$ cat src/rtl/bsl_pkg.sv
package bsl_pkg;
  localparam int BYTE_W = 8;

  typedef enum logic [0:0] {
    ST_IDLE  = 1'b0,
    ST_FETCH = 1'b1
  } bsl_state_e;
endpackage

$ cat src/rtl/bsl_addr_step.sv
module bsl_addr_step #(
  parameter int ADDR_W = 64
) (
  input  logic              clk,
  input  logic              rst,
  input  logic              load_i,
  input  logic [ADDR_W-1:0] base_i,
  input  logic              m32_i,
  input  logic              step_i,
  output logic [ADDR_W-1:0] addr_o
);
  logic [ADDR_W-1:0] addr_q;
  logic [ADDR_W-1:0] inc;
  logic [ADDR_W-1:0] next_addr;
  logic              m32_q;

  assign inc = addr_q + {{(ADDR_W-1){1'b0}}, 1'b1};

  generate
    if (ADDR_W > 32) begin : g_wide
      always_comb begin
        if (m32_q) next_addr = {{(ADDR_W-32){1'b0}}, inc[31:0]};
        else       next_addr = inc;
      end
    end else begin : g_narrow
      always_comb next_addr = inc;
    end
  endgenerate

  always_ff @(posedge clk) begin
    if (rst) begin
      addr_q <= '0;
      m32_q  <= 1'b0;
    end else if (load_i) begin
      addr_q <= base_i;
      m32_q  <= m32_i;
    end else if (step_i) begin
      addr_q <= next_addr;
    end
  end

  assign addr_o = addr_q;

  generate
    if (ADDR_W > 32) begin : g_chk
      assert_high_clear_R7: assert property (@(posedge clk) disable iff (rst)
        (step_i && m32_q) |=> (addr_q[ADDR_W-1:32] == '0));
    end
  endgenerate
endmodule

$ cat src/rtl/bsl_lane_walk.sv
module bsl_lane_walk #(
  parameter int NREGS = 32,
  parameter int LANES = 4
) (
  input  logic                       clk,
  input  logic                       rst,
  input  logic                       load_i,
  input  logic [$clog2(NREGS)-1:0]   first_i,
  input  logic                       step_i,
  output logic [$clog2(NREGS)-1:0]   reg_o,
  output logic [$clog2(LANES)-1:0]   lane_o
);
  localparam int REG_W  = $clog2(NREGS);
  localparam int LANE_W = $clog2(LANES);
  localparam logic [LANE_W-1:0] LANE_TOP = LANE_W'(LANES - 1);
  localparam logic [REG_W-1:0]  REG_TOP  = REG_W'(NREGS - 1);

  logic [REG_W-1:0]  reg_q;
  logic [LANE_W-1:0] lane_q;

  always_ff @(posedge clk) begin
    if (rst) begin
      reg_q  <= '0;
      lane_q <= LANE_TOP;
    end else if (load_i) begin
      reg_q  <= first_i;
      lane_q <= LANE_TOP;
    end else if (step_i) begin
      if (lane_q == '0) begin
        lane_q <= LANE_TOP;
        reg_q  <= (reg_q == REG_TOP) ? '0 : reg_q + 1'b1;
      end else begin
        lane_q <= lane_q - 1'b1;
      end
    end
  end

  assign reg_o  = reg_q;
  assign lane_o = lane_q;

  assert_lane_restart_R1: assert property (@(posedge clk) disable iff (rst)
    (step_i && !load_i && lane_q == '0) |=> (lane_q == LANE_TOP));
  assert_reg_hold_R1: assert property (@(posedge clk) disable iff (rst)
    (step_i && !load_i && lane_q != '0) |=> (reg_q == $past(reg_q)));
  assert_reg_wrap_R2: assert property (@(posedge clk) disable iff (rst)
    (step_i && !load_i && lane_q == '0 && reg_q == REG_TOP) |=> (reg_q == '0));
endmodule

$ cat src/rtl/bsl_ctrl.sv
module bsl_ctrl
  import bsl_pkg::*;
#(
  parameter int CNT_W = 7
) (
  input  logic              clk,
  input  logic              rst,
  input  logic              start_i,
  input  logic [CNT_W-1:0]  cnt_i,
  input  logic [BYTE_W-1:0] cmp_i,
  input  logic              ack_i,
  input  logic [BYTE_W-1:0] data_i,
  output logic              load_o,
  output logic              take_o,
  output logic              step_o,
  output logic              req_o,
  output logic              done_o,
  output logic [CNT_W-1:0]  count_o
);
  bsl_state_e        state_q;
  logic [CNT_W-1:0]  cnt_q;
  logic [CNT_W-1:0]  idx_q;
  logic [BYTE_W-1:0] cmp_q;
  logic              hit;
  logic              last;

  always_comb begin
    load_o = (state_q == ST_IDLE) && start_i;
    take_o = (state_q == ST_FETCH) && ack_i;
    hit    = (data_i == cmp_q);
    last   = (idx_q == cnt_q - 1'b1);
    step_o = take_o && !hit && !last;
  end

  always_ff @(posedge clk) begin
    if (rst) begin
      state_q <= ST_IDLE;
      cnt_q   <= '0;
      idx_q   <= '0;
      cmp_q   <= '0;
      req_o   <= 1'b0;
      done_o  <= 1'b0;
      count_o <= '0;
    end else begin
      done_o <= 1'b0;
      if (load_o) begin
        cnt_q <= cnt_i;
        cmp_q <= cmp_i;
        idx_q <= '0;
        if (cnt_i == '0) begin
          done_o  <= 1'b1;
          count_o <= '0;
        end else begin
          state_q <= ST_FETCH;
          req_o   <= 1'b1;
        end
      end else if (take_o) begin
        if (hit || last) begin
          state_q <= ST_IDLE;
          req_o   <= 1'b0;
          done_o  <= 1'b1;
          count_o <= hit ? idx_q : cnt_q;
        end else begin
          idx_q <= idx_q + 1'b1;
        end
      end
    end
  end

  assert_done_pulse_R8: assert property (@(posedge clk) disable iff (rst)
    done_o |=> !done_o);
  assert_zero_count_R6: assert property (@(posedge clk) disable iff (rst)
    (state_q == ST_IDLE && start_i && cnt_i == '0) |=> (done_o && count_o == '0 && !req_o));
  assert_count_bound_R6: assert property (@(posedge clk) disable iff (rst)
    done_o |-> (count_o <= cnt_q));
  assert_busy_ignore_R8: assert property (@(posedge clk) disable iff (rst)
    (state_q == ST_FETCH && !take_o) |=> ($stable(cnt_q) && $stable(cmp_q)));
endmodule

$ cat src/rtl/byte_scan_loader.sv
module byte_scan_loader
  import bsl_pkg::*;
#(
  parameter int ADDR_W = 64,
  parameter int DATA_W = 32,
  parameter int NREGS  = 32,
  parameter int CNT_W  = 7
) (
  input  logic                       clk,
  input  logic                       rst,
  input  logic                       start_i,
  input  logic [ADDR_W-1:0]          base_addr_i,
  input  logic                       mode32_i,
  input  logic [$clog2(NREGS)-1:0]   first_reg_i,
  input  logic [$clog2(NREGS)-1:0]   base_reg_i,
  input  logic [$clog2(NREGS)-1:0]   index_reg_i,
  input  logic [CNT_W-1:0]           byte_cnt_i,
  input  logic [7:0]                 cmp_byte_i,
  output logic                       mem_req_o,
  output logic [ADDR_W-1:0]          mem_addr_o,
  input  logic                       mem_ack_i,
  input  logic [7:0]                 mem_data_i,
  output logic                       wr_en_o,
  output logic [$clog2(NREGS)-1:0]   wr_reg_o,
  output logic [$clog2(DATA_W/8)-1:0] wr_lane_o,
  output logic [7:0]                 wr_data_o,
  output logic                       done_o,
  output logic [CNT_W-1:0]           count_o
);
  localparam int REG_W  = $clog2(NREGS);
  localparam int LANES  = DATA_W / BYTE_W;
  localparam int LANE_W = $clog2(LANES);

  logic              load;
  logic              take;
  logic              step;
  logic [REG_W-1:0]  cur_reg;
  logic [LANE_W-1:0] cur_lane;
  logic [REG_W-1:0]  base_reg_q;
  logic [REG_W-1:0]  index_reg_q;
  logic              skip;

  bsl_ctrl #(.CNT_W(CNT_W)) u_ctrl (
    .clk     (clk),
    .rst     (rst),
    .start_i (start_i),
    .cnt_i   (byte_cnt_i),
    .cmp_i   (cmp_byte_i),
    .ack_i   (mem_ack_i),
    .data_i  (mem_data_i),
    .load_o  (load),
    .take_o  (take),
    .step_o  (step),
    .req_o   (mem_req_o),
    .done_o  (done_o),
    .count_o (count_o)
  );

  bsl_addr_step #(.ADDR_W(ADDR_W)) u_addr (
    .clk    (clk),
    .rst    (rst),
    .load_i (load),
    .base_i (base_addr_i),
    .m32_i  (mode32_i),
    .step_i (step),
    .addr_o (mem_addr_o)
  );

  bsl_lane_walk #(.NREGS(NREGS), .LANES(LANES)) u_walk (
    .clk     (clk),
    .rst     (rst),
    .load_i  (load),
    .first_i (first_reg_i),
    .step_i  (step),
    .reg_o   (cur_reg),
    .lane_o  (cur_lane)
  );

  always_ff @(posedge clk) begin
    if (rst) begin
      base_reg_q  <= '0;
      index_reg_q <= '0;
    end else if (load) begin
      base_reg_q  <= base_reg_i;
      index_reg_q <= index_reg_i;
    end
  end

  assign skip = (cur_reg == index_reg_q) ||
                ((base_reg_q != '0) && (cur_reg == base_reg_q));

  always_ff @(posedge clk) begin
    if (rst) begin
      wr_en_o   <= 1'b0;
      wr_reg_o  <= '0;
      wr_lane_o <= '0;
      wr_data_o <= '0;
    end else begin
      wr_en_o <= take && !skip;
      if (take) begin
        wr_reg_o  <= cur_reg;
        wr_lane_o <= cur_lane;
        wr_data_o <= mem_data_i;
      end
    end
  end

  assert_no_index_write_R4: assert property (@(posedge clk) disable iff (rst)
    wr_en_o |-> (wr_reg_o != index_reg_q));
  assert_no_base_write_R4: assert property (@(posedge clk) disable iff (rst)
    (wr_en_o && base_reg_q != '0) |-> (wr_reg_o != base_reg_q));
  assert_addr_step_R7: assert property (@(posedge clk) disable iff (rst)
    step |=> (mem_addr_o[31:0] == $past(mem_addr_o[31:0]) + 32'd1));
  assert_write_data_R3: assert property (@(posedge clk) disable iff (rst)
    (take && !skip) |=> (wr_en_o && wr_data_o == $past(mem_data_i)));
  assert_write_before_done_R5: assert property (@(posedge clk) disable iff (rst)
    done_o |-> !mem_req_o);
endmodule

$ cat config.mk
export PLATFORM = sky130hd
export DESIGN_NAME = byte_scan_loader
export DESIGN_NICKNAME = d
export VERILOG_FILES = /design/src/rtl/bsl_pkg.sv /design/src/rtl/bsl_addr_step.sv /design/src/rtl/bsl_lane_walk.sv /design/src/rtl/bsl_ctrl.sv /design/src/rtl/byte_scan_loader.sv
export SDC_FILE = /design/constraint.sdc
export NUM_CORES = 1
export LEC_CHECK = 0
export BUFFER_PORTS_ARGS = -buffer_cell sky130_fd_sc_hd__buf_4
export CAP_MARGIN = 10
export CORE_ASPECT_RATIO = 0.6
export CORE_MARGIN = 2
export CORE_UTILIZATION = 48
export DETAILED_ROUTE_END_ITERATION = 8
export HOLD_SLACK_MARGIN = 0.08
export PLACE_DENSITY = 0.85
export SLEW_MARGIN = 30
export SYNTH_ARGS = -nofsm -noshare
export SYNTH_HDL_FRONTEND = slang
export SYNTH_SLANG_ARGS = --single-unit
$ cat constraint.sdc
create_clock -name clk -period 7.7 [get_ports clk]
set_input_delay 0.385 -clock clk [delete_from_list [all_inputs] [get_ports clk]]
set_output_delay 0.385 -clock clk [all_outputs]
set_load 0.02 [all_outputs]
* Yosys cells after proc, flatten, opt, wreduce, memory -nomap -nowiden *
Cells that the tools add are included.

cells by class
  $add $sub $neg = 5
  equal/unequal tests = 7
  muxes and demuxes = 21
  bitwise gates (word level) = 2
  reductions and logical operators = 23

operators by type and width
  cell                     number
  $mux W64                 3
  $add A64 B1 Y64 const B  1
  $mux W7                  5
  $mux W5                  4
  $eq A5 B5 Y1             2
  $eq A8 B8 Y1             1
  $mux W1                  8
  $reduce_bool A2 Y1       4
  $add A7 B1 Y7 const B    1
  $eq A7 B7 Y1             1
  $logic_not A7 Y1         1
  $sub A7 B1 Y7 const B    1
  $logic_and A1 B1 Y1      6
  $reduce_and A3 Y1        2
  $add A5 B1 Y5 const B    1
  $eq A5 B5 Y1 const B     1
  $reduce_bool A5 Y1       1
  $reduce_and A2 Y1        2
  $logic_not A1 Y1         3
  $logic_not A2 Y1         1
  $logic_or A1 B1 Y1       2
  $mux W2                  1
  $ne A2 B1 Y1 const B     1
  $ne A2 B2 Y1 const B     1
  3 further kinds          4

word-level totals
  flip-flop bits (word level) = 129
  input port bits = 107
  output and inout bits = 89
  logic and storage cells = 74

* Logic depth before layout (Yosys ltp) *
Gate-level depths: netlist of run 1.

  depth in word-level cells = 6
  depth in mapped cells = 13
  depth with buffers taken out = 9

* Cells and area by module *
A second synthesis of run 1 with hierarchy kept.

unflattened totals
  cells, all modules = 928
  area, all modules = 7531.0 um2

modules (own cells, without submodules)
  module            instances  cells each  area an instance (um2)  seq. area each (um2)
  bsl_addr_step     1          573         4359.2                  1301.2
  bsl_ctrl          1          209         1749.2                  620.6
  byte_scan_loader  1          99          1033.5                  520.5
  bsl_lane_walk     1          47          389.1                   140.1

* Worst setup path before layout of run 1 *
No wires, ideal clock.

  kind = register to register
  start = register u_ctrl.cnt_q[0]
  end = register u_addr.addr_q[22], in the netlist u_addr.addr_o[22]
  library setup time = 0.086 ns
  data arrival time = 2.455 ns
  data required time = 7.614 ns
  setup slack = 5.160 ns
  cell stages (with the launch flop) = 14
  path buffers = 4
  period minus slack after synthesis = 2.540 ns
  cell sequence = dfxtp_1 buf_2 inv_1 ha_1 buf_2 xnor2_1 o2bb2ai_1 a2111oi_4 o21a_1 buf_6 buf_6 nor3_1 xnor2_1 a211oi_1

between the ends
  word-level cells in the longest chain between the ends = 5

ends and longest elaborated chain
  item                          line                 source
  start, declared               bsl_ctrl.sv:21       logic [CNT_W-1:0] cnt_q;
  start signal, assigned        bsl_ctrl.sv:47       cnt_q <= cnt_i;
  $sub A7 B1 Y7                 bsl_ctrl.sv:31       last = (idx_q == cnt_q - 1'b1);
  $eq A7 B7 Y1                  bsl_ctrl.sv:31
  $logic_not A1 Y1              bsl_ctrl.sv:32       step_o = take_o && !hit && !last;
  $logic_and A1 B1 Y1           bsl_ctrl.sv:32
  $reduce_bool A2 Y1 (no line)  --
  end signal, assigned          bsl_addr_step.sv:35  addr_q <= base_i;
  end signal, assigned          bsl_addr_step.sv:38  addr_q <= next_addr;
  end, declared                 bsl_addr_step.sv:12  logic [ADDR_W-1:0] addr_q;

No other way between the ends.
A chain may end at the register's enable or synchronous reset.

* Worst setup path after layout of run 1 *
  start = register u_ctrl.cnt_q[0]
  end = register u_addr.addr_q[31], in the netlist u_addr.addr_o[31]

The elaborated chain is that of the path after synthesis.

==> impl_metrics.py, run 1 <==
metrics = {
    "yosys": {
        "syn_area_sq_um": 7128,
        "synth_enable_flop_cells": 0,
        "yosys_warnings": 0,
        "synth-seq-cells": 129,
        "synthArstFlopShare_pct": 0,
        "yosys_most_used_dff": "dfxtp_1",
        "synth_cell_types": 68,
        "netlist_instances": 916,
        "ys_seq_area_share_pct": 36.23,
        "avgSynthCellArea_sq_um": 7.782,
        "synth_nets": 1029,
    },
    "grt": {
        "grt_pass1_vias": 7077,
        "globalRouteOverflowTotal": 0,
        "antenna_found_initial": 0,
        "grt_start_max_net_pins": 68,
        "grt_usage_pct": 28.40,
        "grt_pass1_wl_mm": 36.66,
    },
    "cts": {
        "root_buffer": "clkbuf_16",
        "clkTransAtPathRegs_ns": 0.06,
        "cts_tree": "done",
        "hold_buffers": 0,
        "cts_max_level": 4,
        "cts.sinks": 129,
        "cts_resized": 0,
        "cts-buffers-inserted": 17,
        "cts_setup_buffers": 0,
        "insertion_delay_ns": 0.42,
        "cts_buffer_depth": 2,
    },
    "timing": {
        "slew-limit-headroom_pct": 39.46,
        "drv_slew": 0,
        "worst_slew_pin_slew_ns": 0.9081,
        "hold_viol": 0,
        "finalWorstSetupSlack_ns": 4.525,
        "min_period_over_period_pct": 41.23,
        "finalSetupViolCount": 0,
        "fin_skew_ns": 0.01475,
        "rsz0062_at_grt": "no",
        "timing.fmax_mhz": 315.0,
        "setup-tns-final_ns": 0,
        "fin_crit_ns": 3.175,
    },
    "layout": {
        "finalNetCount": 1189,
        "antenna_cells": 0,
        "finalCoreUtilization_pct": 63.68,
        "design_area_sq_um": 9238,
        "drive_above_1_share_pct": 23.78,
        "syn2layout_area_growth_pct": 29.59,
    },
    "worst_setup_path": {
        "slowest_delay_ns": 0.57,
        "slowest_stage": "or4_1",
        "path_cells": "inv_1 > ha_1 > xnor3_1 > nand4_1 > a31oi_1 > o21ai_4 > nand4_2 > or4_1 > a311oi_1",
        "cp_data_required_time_ns": 8.02,
        "path_class": "reg -> reg",
        "critPathMaxFanout": 14,
        "cp-end-kind": "register",
        "worstPathArrival_ns": 3.49,
        "cp-start-kind": "register",
    },
    "die": {
        "fp.dieW_microns": 161.3,
        "core-area_sq_um": 14510,
        "top_level_ports": 196,
        "die-area_sq_um": 15870,
        "initial_utilization_pct": 49.14,
        "num_rows": 34,
        "fp.dieH_microns": 98.40,
    },
    "drt": {
        "vias": 7668,
        "wl_mm": 22.90,
        "ant_nets": 0,
        "via_per_inst": 5.958,
        "wire_per_inst_microns": 17.79,
        "drc": 0,
        "dr.pass1.iters": 6,
        "drtIter0Drc": 893,
    },
    "placement": {
        "pre_cts_slack_ns": 4.351,
        "dp_hpwl_mm": 16.16,
        "port_buffers": 195,
        "placed_cell_area_sq_um": 8656,
        "gp_congestion": 0.8759,
    },
    "power": {
        "power.density_nw_per_um2": 203.7,
        "ir_drop_mv": 0.1313,
        "p_leak_nw": 3.442,
    },
    "status": {
        "outcome": "complete, no violations",
    },
    "flow_run": {
        "drv_cap": 0,
    },
    "min_path": {
        "hp-class": "in -> reg",
    },
}
## metal layers
layer / share of wire, % / routed length [microns] / vias up / GRT usage, %
met5: 0 / 0 / - / 0
met1: 46 / 10490 / 3568 / 41.99
met4: 1.2 / 275 / 0 / 5.701
li1: - / - / 3640 / -
met3: 12 / 2668 / 33 / 8.454
met2: 41 / 9459 / 427 / 40.80
## critical path: cells and delay by family (launching register included)
| family | cells | cell delay (ns) |
|---|---|---|
| buffers and inverters | 1 | 0.10 |
| DFF | 1 | 0.47 |
| and+or+nand+nor | 3 | 1.00 |
| AOI/OAI and AO/OA | 3 | 0.97 |
| adders and majority gates | 1 | 0.31 |
| xor gates and xnor gates | 1 | 0.23 |
## cells in the final DEF, fill, tap and decap left out, types with 4 or more instances in the layout
cell and n:
clkbuf_16 17, o2bb2ai_1 6, nor2_1 93, buf_4 202
and3_1 8, a311oi_1 14, a31oi_1 19, clkinvlp_4 5
inv_1 18, nand2_1 145, nand3_1 33, nor3_1 23
a221oi_1 4, nor4_1 22, and4_1 5, dfxtp_1 129
a21oi_1 65, o21bai_1 4, ha_1 6, mux2i_1 10
xor2_1 17, and2_1 10, or4_1 4, a211oi_1 31
nor4_2 4, o21ai_0 25, o211ai_1 5, or3_1 9
a22oi_1 6, o31a_1 5, nand4_1 34, xnor2_1 42
## layout make-up
cell class | count | area [sq um]
fillers | 1275 | 5269
multi-input cells | 708 | 4243
flip-flops and latches | 129 | 2582
repair buffers | 202 | 1516
clock buffers | 20 | 446.7
well taps | 198 | 247.7
clock inverters | 12 | 133.9
inverters | 18 | 67.56
## sequential cells by signal (all words and copies together) (netlist names)
register        flops
u_ctrl.done_o       1
u_ctrl.cmp_q        8
wr_data_o           8
wr_reg_o            5
u_ctrl.count_o      7
wr_en_o             1
index_reg_q         5
u_ctrl.idx_q        7
u_walk.reg_o        5
base_reg_q          5
u_ctrl.cnt_q        7
u_addr.addr_o      64
u_addr.m32_q        1
wr_lane_o           2
u_ctrl.req_o        1
u_walk.lane_o       2
## path summary, 6_finish.rpt
kind / startpoint / endpoint / slack [ns] / cells past startpoint
hold / removal: cmp_byte_i[1] / u_ctrl.cmp_q[1] / 0.22 / 3
setup reg to reg: u_ctrl.cnt_q[0] / u_addr.addr_o[31] / 4.53 / 9
setup / recovery: u_ctrl.cnt_q[0] / u_addr.addr_o[31] / 4.53 / 9
hold reg to reg: wr_lane_o[0] / wr_lane_o[0] / 0.46 / 2
## per-stage QoR
stage,hold slack [ns],total power [mW],instances
after floorplan,0.4451,0.9431,916
after global placement,0.4442,1.076,1255
after detailed placement,0.4497,1.083,1255
after CTS,0.2215,1.879,1287
after global routing,0.2261,1.946,1287
final,0.2234,1.881,1287
## synthesized netlist by cell type, types with 9 or more instances
master / count / share of area, %
inv_1: 18 / 0.95
nand4_1: 34 / 3.0
nand3_1: 33 / 2.3
a311oi_1: 14 / 1.7
o21ai_0: 26 / 1.8
and2_1: 10 / 0.88
a31oi_1: 19 / 1.7
xor2_1: 17 / 2.1
or3_1: 9 / 0.79
nor2_1: 93 / 4.9
dfxtp_1: 129 / 36
nor4_1: 22 / 1.9
a21oi_1: 65 / 4.6
nand2_1: 145 / 7.6
mux2i_1: 10 / 1.4
a211oi_1: 31 / 3.3
clkbuf_1: 43 / 2.3
nor3_1: 23 / 1.6
xnor2_1: 42 / 5.2
## where the power goes
part	internal, mW	leakage, nW	switching (mW)	total [mW]
combinational	0.136	2.11	0.172	0.308
clock	0.487	0.269	0.320	0.807
sequential	0.708	1.06	0.0583	0.766
## cell families (layout without fill, tap and decap cells)
logic type	count (synthesis)	after routing	synth area share [%]
AOI/OAI and AO/OA	214	214	20.26
muxes	10	10	1.404
adders and majority gates	6	6	1.053
DFF	129	129	36.23
buffers and inverters	79	252	4.529
xor gates and xnor gates	60	60	7.565
and+or+nand+nor	418	418	28.96
(Power assumes the default switching activity.)
==> run 2: changes to the inputs <==
Settings changed: ABC_AREA from default to 1, PLACE_DENSITY 0.85 to 0.87.
Clock period 7.7 ns to 2.8 ns, I/O delays scaled along.
==> impl_metrics.py, run 2 <==
metrics = {
    "worst_setup_path": {
        "path_cells": "ha_2 > inv_1 > nor2_1 > nand2_1 > nor2_1 > nand3_1 > nor2_1 > nand4_1 > nand2_1 > nand2_1 > nand2_1 > a21oi_1",
        "slowest_delay_ns": 0.50,
        "cp_data_required_time_ns": 3.10,
        "cp-end-kind": "register",
        "crit_start": "u_addr.addr_o[0]",
        "cp-start-kind": "register",
        "slowest_stage": "dfxtp_1",
        "rrSetupSlack_ns": 0.09,
        "path_class": "reg -> reg",
        "crit_end": "u_addr.addr_o[54]",
        "rr_startpoint": "u_addr.addr_o[0]",
        "timing.rr.end": "u_addr.addr_o[54]",
        "critPathMaxFanout": 6,
        "crit_top_cell": "nand2_1",
        "worstPathArrival_ns": 3.01,
        "reg2regPathDepth": 12,
    },
    "grt": {
        "globalRouteOverflowTotal": 0,
        "grt_start_max_net_pins": 63,
        "grt_pass1_wl_mm": 50.45,
        "grt_usage_pct": 35.97,
        "grt_pass1_vias": 9421,
        "antenna_found_initial": 1,
    },
    "timing": {
        "rsz0062_at_grt": "no",
        "slew-limit-headroom_pct": 51.48,
        "whs_ns": 0.07619,
        "timing.fmax_mhz": 369.3,
        "drv_slew": 0,
        "setup-tns-final_ns": 0,
        "hold_viol": 0,
        "fin_skew_ns": 0.01582,
        "finalSetupViolCount": 0,
        "fin_crit_ns": 2.708,
        "min_period_over_period_pct": 96.70,
        "finalWorstSetupSlack_ns": 0.09235,
        "worst_slew_pin_slew_ns": 0.7268,
    },
    "cts": {
        "insertion_delay_ns": 0.44,
        "cts_tree": "done",
        "clkTransAtPathRegs_ns": 0.07,
        "root_buffer": "clkbuf_16",
        "cts.sinks": 129,
        "cts_max_level": 4,
        "cts-buffers-inserted": 17,
        "cts_setup_buffers": 0,
        "cts_buffer_depth": 2,
    },
    "placement": {
        "port_buffers": 195,
        "dp_hpwl_mm": 22.56,
        "gp_congestion": 1.010,
        "pre_cts_slack_ns": 0.2766,
    },
    "yosys": {
        "synthArstFlopShare_pct": 0,
        "yosys_warnings": 0,
        "synth_enable_flop_cells": 0,
        "ys_seq_area_share_pct": 31.87,
        "synth_top_area_share_pct": 31.87,
        "synth_common_cells": "407 x nand2_1, 323 x nor2_1, 129 x dfxtp_1",
        "yosys.area.top_type": "dfxtp_1",
        "avgSynthCellArea_sq_um": 5.889,
        "netlist_instances": 1376,
        "synth_area_leaders": "dfxtp_1 32%, nand2_1 19%, nor2_1 15%",
        "synth_cell_types": 37,
        "synth_nets": 1489,
        "yosysMostFrequentCell": "nand2_1",
        "yosys_most_used_dff": "dfxtp_1",
        "syn_area_sq_um": 8103,
        "synth-seq-cells": 129,
    },
    "layout": {
        "regArea_sq_um": 2582,
        "multi_input_area_sq_um": 4915,
        "finalCoreUtilization_pct": 68.81,
        "final_common_cell": "nand2_1",
        "finalNetCount": 1752,
        "nFillCells": 1361,
        "drive_above_1_share_pct": 16.10,
        "largest_reg_flops": 64,
        "final_cell_mix": "407 x nand2_1, 322 x nor2_1, 209 x buf_4",
        "syn2layout_area_growth_pct": 38.85,
    },
    "drt": {
        "dr.pass1.iters": 6,
        "drc": 0,
        "vias": 10342,
        "ant_nets": 0,
        "drtIter0Drc": 1316,
        "via_per_inst": 5.498,
        "wl_mm": 32.82,
        "wire_per_inst_microns": 17.45,
    },
    "die": {
        "core-area_sq_um": 16350,
        "num_rows": 36,
        "initial_utilization_pct": 49.56,
        "top_level_ports": 196,
        "fp.dieW_microns": 171.7,
        "fp.dieH_microns": 104.6,
        "die-area_sq_um": 17970,
    },
    "power": {
        "power_frac_clock_pct": 41.6,
        "sequentialPowerShare_pct": 37.1,
        "intPower_mw": 3.893,
        "combPwrFrac_pct": 21.4,
        "power.density_nw_per_um2": 522.2,
        "p_sw_share_pct": 33.73,
        "p_leak_nw": 4.931,
        "ir_drop_mv": 0.3533,
        "finalPower_mw": 5.875,
        "switchingPower_mw": 1.982,
    },
    "status": {
        "outcome": "complete, no violations",
    },
    "min_path": {
        "hp-class": "in -> reg",
    },
    "flow_run": {
        "drv_cap": 0,
    },
}
## run 2: worst min path at each step
stage	slack, ns	depth (start not counted)	end	startpoint
after detailed placement	0.37	3	u_ctrl.cmp_q[3]	cmp_byte_i[3]
after CTS	0.08	5	u_addr.addr_o[48]	base_addr_i[48]
final	0.08	5	u_addr.addr_o[20]	base_addr_i[20]
after global routing	0.09	5	u_addr.addr_o[48]	base_addr_i[48]
after floorplan	0.27	2	base_reg_q[4]	base_reg_i[4]
after global placement	0.36	3	index_reg_q[2]	index_reg_i[2]
## run 2: area by class of cell
type / count / share of cell area (%)
inverter: 99 / 3.303
clock buffer: 17 / 3.781
clock inverter: 15 / 1.857
sequential: 129 / 22.95
tap: 228 / 2.536
multi-input combinational: 1097 / 43.68
timing repair buffer: 295 / 21.86
antenna: 1 / 0.02224
## run 2: through the flow
stage	cell area, sq um	cells
after floorplan	8103	1376
after global placement	9781	1765
after detailed placement	9781	1765
after CTS	11250	1880
after global routing	11250	1880
final	11250	1881
## run 2: per-layer routing
layer	global-route usage (%)	vias to the layer above	share of wire, %
met5	0	-	0
met1	53.05	4646	43
met3	11.06	60	15
met2	50.23	726	40
li1	-	4910	-
met4	9.184	0	2.0
## run 2: critical path, delay by kind of cell, from the launching register on
family,cells,cell delay [ns]
AND/OR/NAND/NOR,9,1.57
AO/OA/AOI/OAI,1,0.06
buffers and inverters,1,0.06
flip-flops,1,0.50
adder cells (fa/ha/maj),1,0.36
## run 2: cells by family after synthesis
group	after synthesis	synth area share, %
buffers and inverters	150	7.597
DFF	129	31.87
and+or+nand+nor	852	42.53
xor gates and xnor gates	38	4.107
AOI/OAI and AO/OA	201	12.97
adders and majority gates	6	0.9265
## run 2: timing repair
action / CTS / global route
endpoints found under the setup margin: 0 / 4
endpoints found under the hold margin: 84 / 0
hold buffers: 83 / 0
gates resized for setup: 0 / 1
## run 2: power groups by stage
stage	sequential, mW	combinational, mW	clock [mW]
3_5_place_dp	2.20	1.11	0
6_report	2.18	1.26	2.44
5_1_grt	2.19	1.36	2.52
3_3_place_gp	2.20	1.09	0
4_1_cts	2.16	1.21	2.44
2_1_floorplan	2.25	0.572	0
==> run 3: changes to the inputs <==
Settings changed: CORE_UTILIZATION 48 to 34, PLACE_DENSITY 0.87 to 0.68.
==> impl_metrics.py, run 3 (synthesis results as in run 2) <==
metrics = {
    "status": {
        "outcome": "complete, no violations",
    },
    "cts": {
        "cts.sinks": 129,
        "cts-buffers-inserted": 17,
        "cts_max_level": 4,
        "insertion_delay_ns": 0.44,
        "cts_tree": "done",
        "root_buffer": "clkbuf_16",
        "cts_buffer_depth": 2,
        "clkTransAtPathRegs_ns": 0.06,
        "cts_setup_buffers": 0,
    },
    "die": {
        "fp.dieW_microns": 203.3,
        "core-area_sq_um": 23240,
        "num_rows": 43,
        "die-area_sq_um": 25120,
        "initial_utilization_pct": 34.86,
        "top_level_ports": 196,
        "fp.dieH_microns": 123.6,
    },
    "min_path": {
        "hp-class": "in -> reg",
    },
    "power": {
        "power.density_nw_per_um2": 500.2,
        "power_frac_clock_pct": 40.0,
        "combPwrFrac_pct": 21.6,
        "sequentialPowerShare_pct": 38.4,
        "p_leak_nw": 4.922,
        "finalPower_mw": 5.680,
        "ir_drop_mv": 0.4775,
        "intPower_mw": 3.778,
        "p_sw_share_pct": 33.47,
        "switchingPower_mw": 1.901,
    },
    "worst_setup_path": {
        "cp-end-kind": "register",
        "critPathMaxFanout": 6,
        "cp-start-kind": "register",
        "worstPathArrival_ns": 2.93,
        "cp_data_required_time_ns": 3.16,
        "path_class": "reg -> reg",
    },
    "timing": {
        "fin_skew_ns": 0.01394,
        "finalSetupViolCount": 0,
        "drv_slew": 0,
        "slew-limit-headroom_pct": 53.96,
        "min_period_over_period_pct": 91.84,
        "hold_viol": 0,
        "rsz0062_at_grt": "no",
        "timing.fmax_mhz": 388.9,
        "setup-tns-final_ns": 0,
        "worst_slew_pin_slew_ns": 0.6906,
        "fin_crit_ns": 2.572,
    },
    "layout": {
        "final_common_cell": "nand2_1",
        "drive_above_1_share_pct": 15.94,
        "stdcell_count": 1972,
        "syn2layout_area_growth_pct": 40.13,
        "nFillCells": 2407,
        "final_cell_mix": "407 x nand2_1, 322 x nor2_1, 208 x buf_4",
        "finalNetCount": 1756,
        "finalCoreUtilization_pct": 48.85,
        "largest_reg_flops": 64,
    },
    "grt": {
        "grt_pass1_wl_mm": 49.76,
        "grt_pass1_vias": 9005,
        "grt_usage_pct": 25.59,
        "antenna_found_initial": 1,
        "globalRouteOverflowTotal": 0,
        "grt_start_max_net_pins": 64,
    },
    "drt": {
        "wl_mm": 31.98,
        "wire_per_inst_microns": 16.22,
        "drtIter0Drc": 921,
        "drc": 0,
        "vias": 9922,
        "dr.pass1.iters": 7,
        "via_per_inst": 5.031,
        "ant_nets": 0,
    },
    "placement": {
        "place_inst": 1850,
        "port_buffers": 195,
        "dp_hpwl_mm": 23.52,
        "gp_congestion": 0.9733,
    },
    "flow_run": {
        "drv_cap": 0,
    },
}
run 3: final cells by class:
type / instances / area (sq um) / share of cell area, %
Antenna cell: 1 / 2.502 / 0.02204
Clock buffer: 17 / 425.4 / 3.747
Clock inverter: 15 / 171.4 / 1.510
Inverter: 99 / 371.6 / 3.273
Multi-Input combinational cell: 1097 / 4915 / 43.28
Sequential cell: 129 / 2582 / 22.74
Tap cell: 315 / 394.1 / 3.471
Timing Repair Buffer: 299 / 2492 / 21.95
run 3: worst paths after layout:
kind	startpoint	endpoint	slack, ns	cells past startpoint
hold reg to reg	u_ctrl.count_o[0]	u_ctrl.count_o[0]	0.45	2
hold / removal	base_addr_i[35]	u_addr.addr_o[35]	0.1	5
setup reg to reg	u_addr.addr_o[0]	u_addr.addr_o[34]	0.23	11
setup / recovery	u_addr.addr_o[0]	u_addr.addr_o[34]	0.23	11
run 3: worst max-delay path, cell delays in order (launching register included):
cell and delay (ns):
dfxtp_1 0.49, ha_2 0.36, nand3_1 0.22, nor2_1 0.45
nand4_1 0.25, nor2_1 0.25, nand2_1 0.08, nand2_1 0.06
nand3_1 0.06, nand2_1 0.07, nand2_1 0.05, a21oi_1 0.16
run 3: power groups by stage:
stage / Clock [mW] / Combinational (mW) / Sequential (mW)
5_1_grt: 2.38 / 1.35 / 2.20
3_3_place_gp: 0 / 1.09 / 2.21
3_5_place_dp: 0 / 1.11 / 2.21
6_report: 2.27 / 1.23 / 2.18
4_1_cts: 2.32 / 1.22 / 2.17
2_1_floorplan: 0 / 0.572 / 2.25
run 3: timing repair:
item | in CTS | in global routing
setup endpoints to repair | 0 | 2
gates resized for setup | 0 | 1
hold endpoints to repair | 90 | 0
hold buffers | 89 | 0
run 3: stage by stage:
step           cell area [sq um]  hold slack (ns)  setup slack, ns
6_report                   11350          0.09754           0.2284
5_1_grt                    11350           0.1088          0.03416
4_1_cts                    11350          0.08006           0.2859
3_5_place_dp                9862           0.3651           0.3209
3_3_place_gp                9862           0.3629           0.3014
2_1_floorplan               8103           0.2749           0.8948
run 3: metal layers:
| metal | vias to the layer above | wire [microns] | GRT usage, % |
|---|---|---|---|
| li1 | 4926 | - | - |
| met1 | 4489 | 15930 | 39.37 |
| met2 | 475 | 12200 | 34.66 |
| met3 | 32 | 3465 | 7.117 |
| met4 | 0 | 391 | 5.338 |
| met5 | - | 0 | 0 |
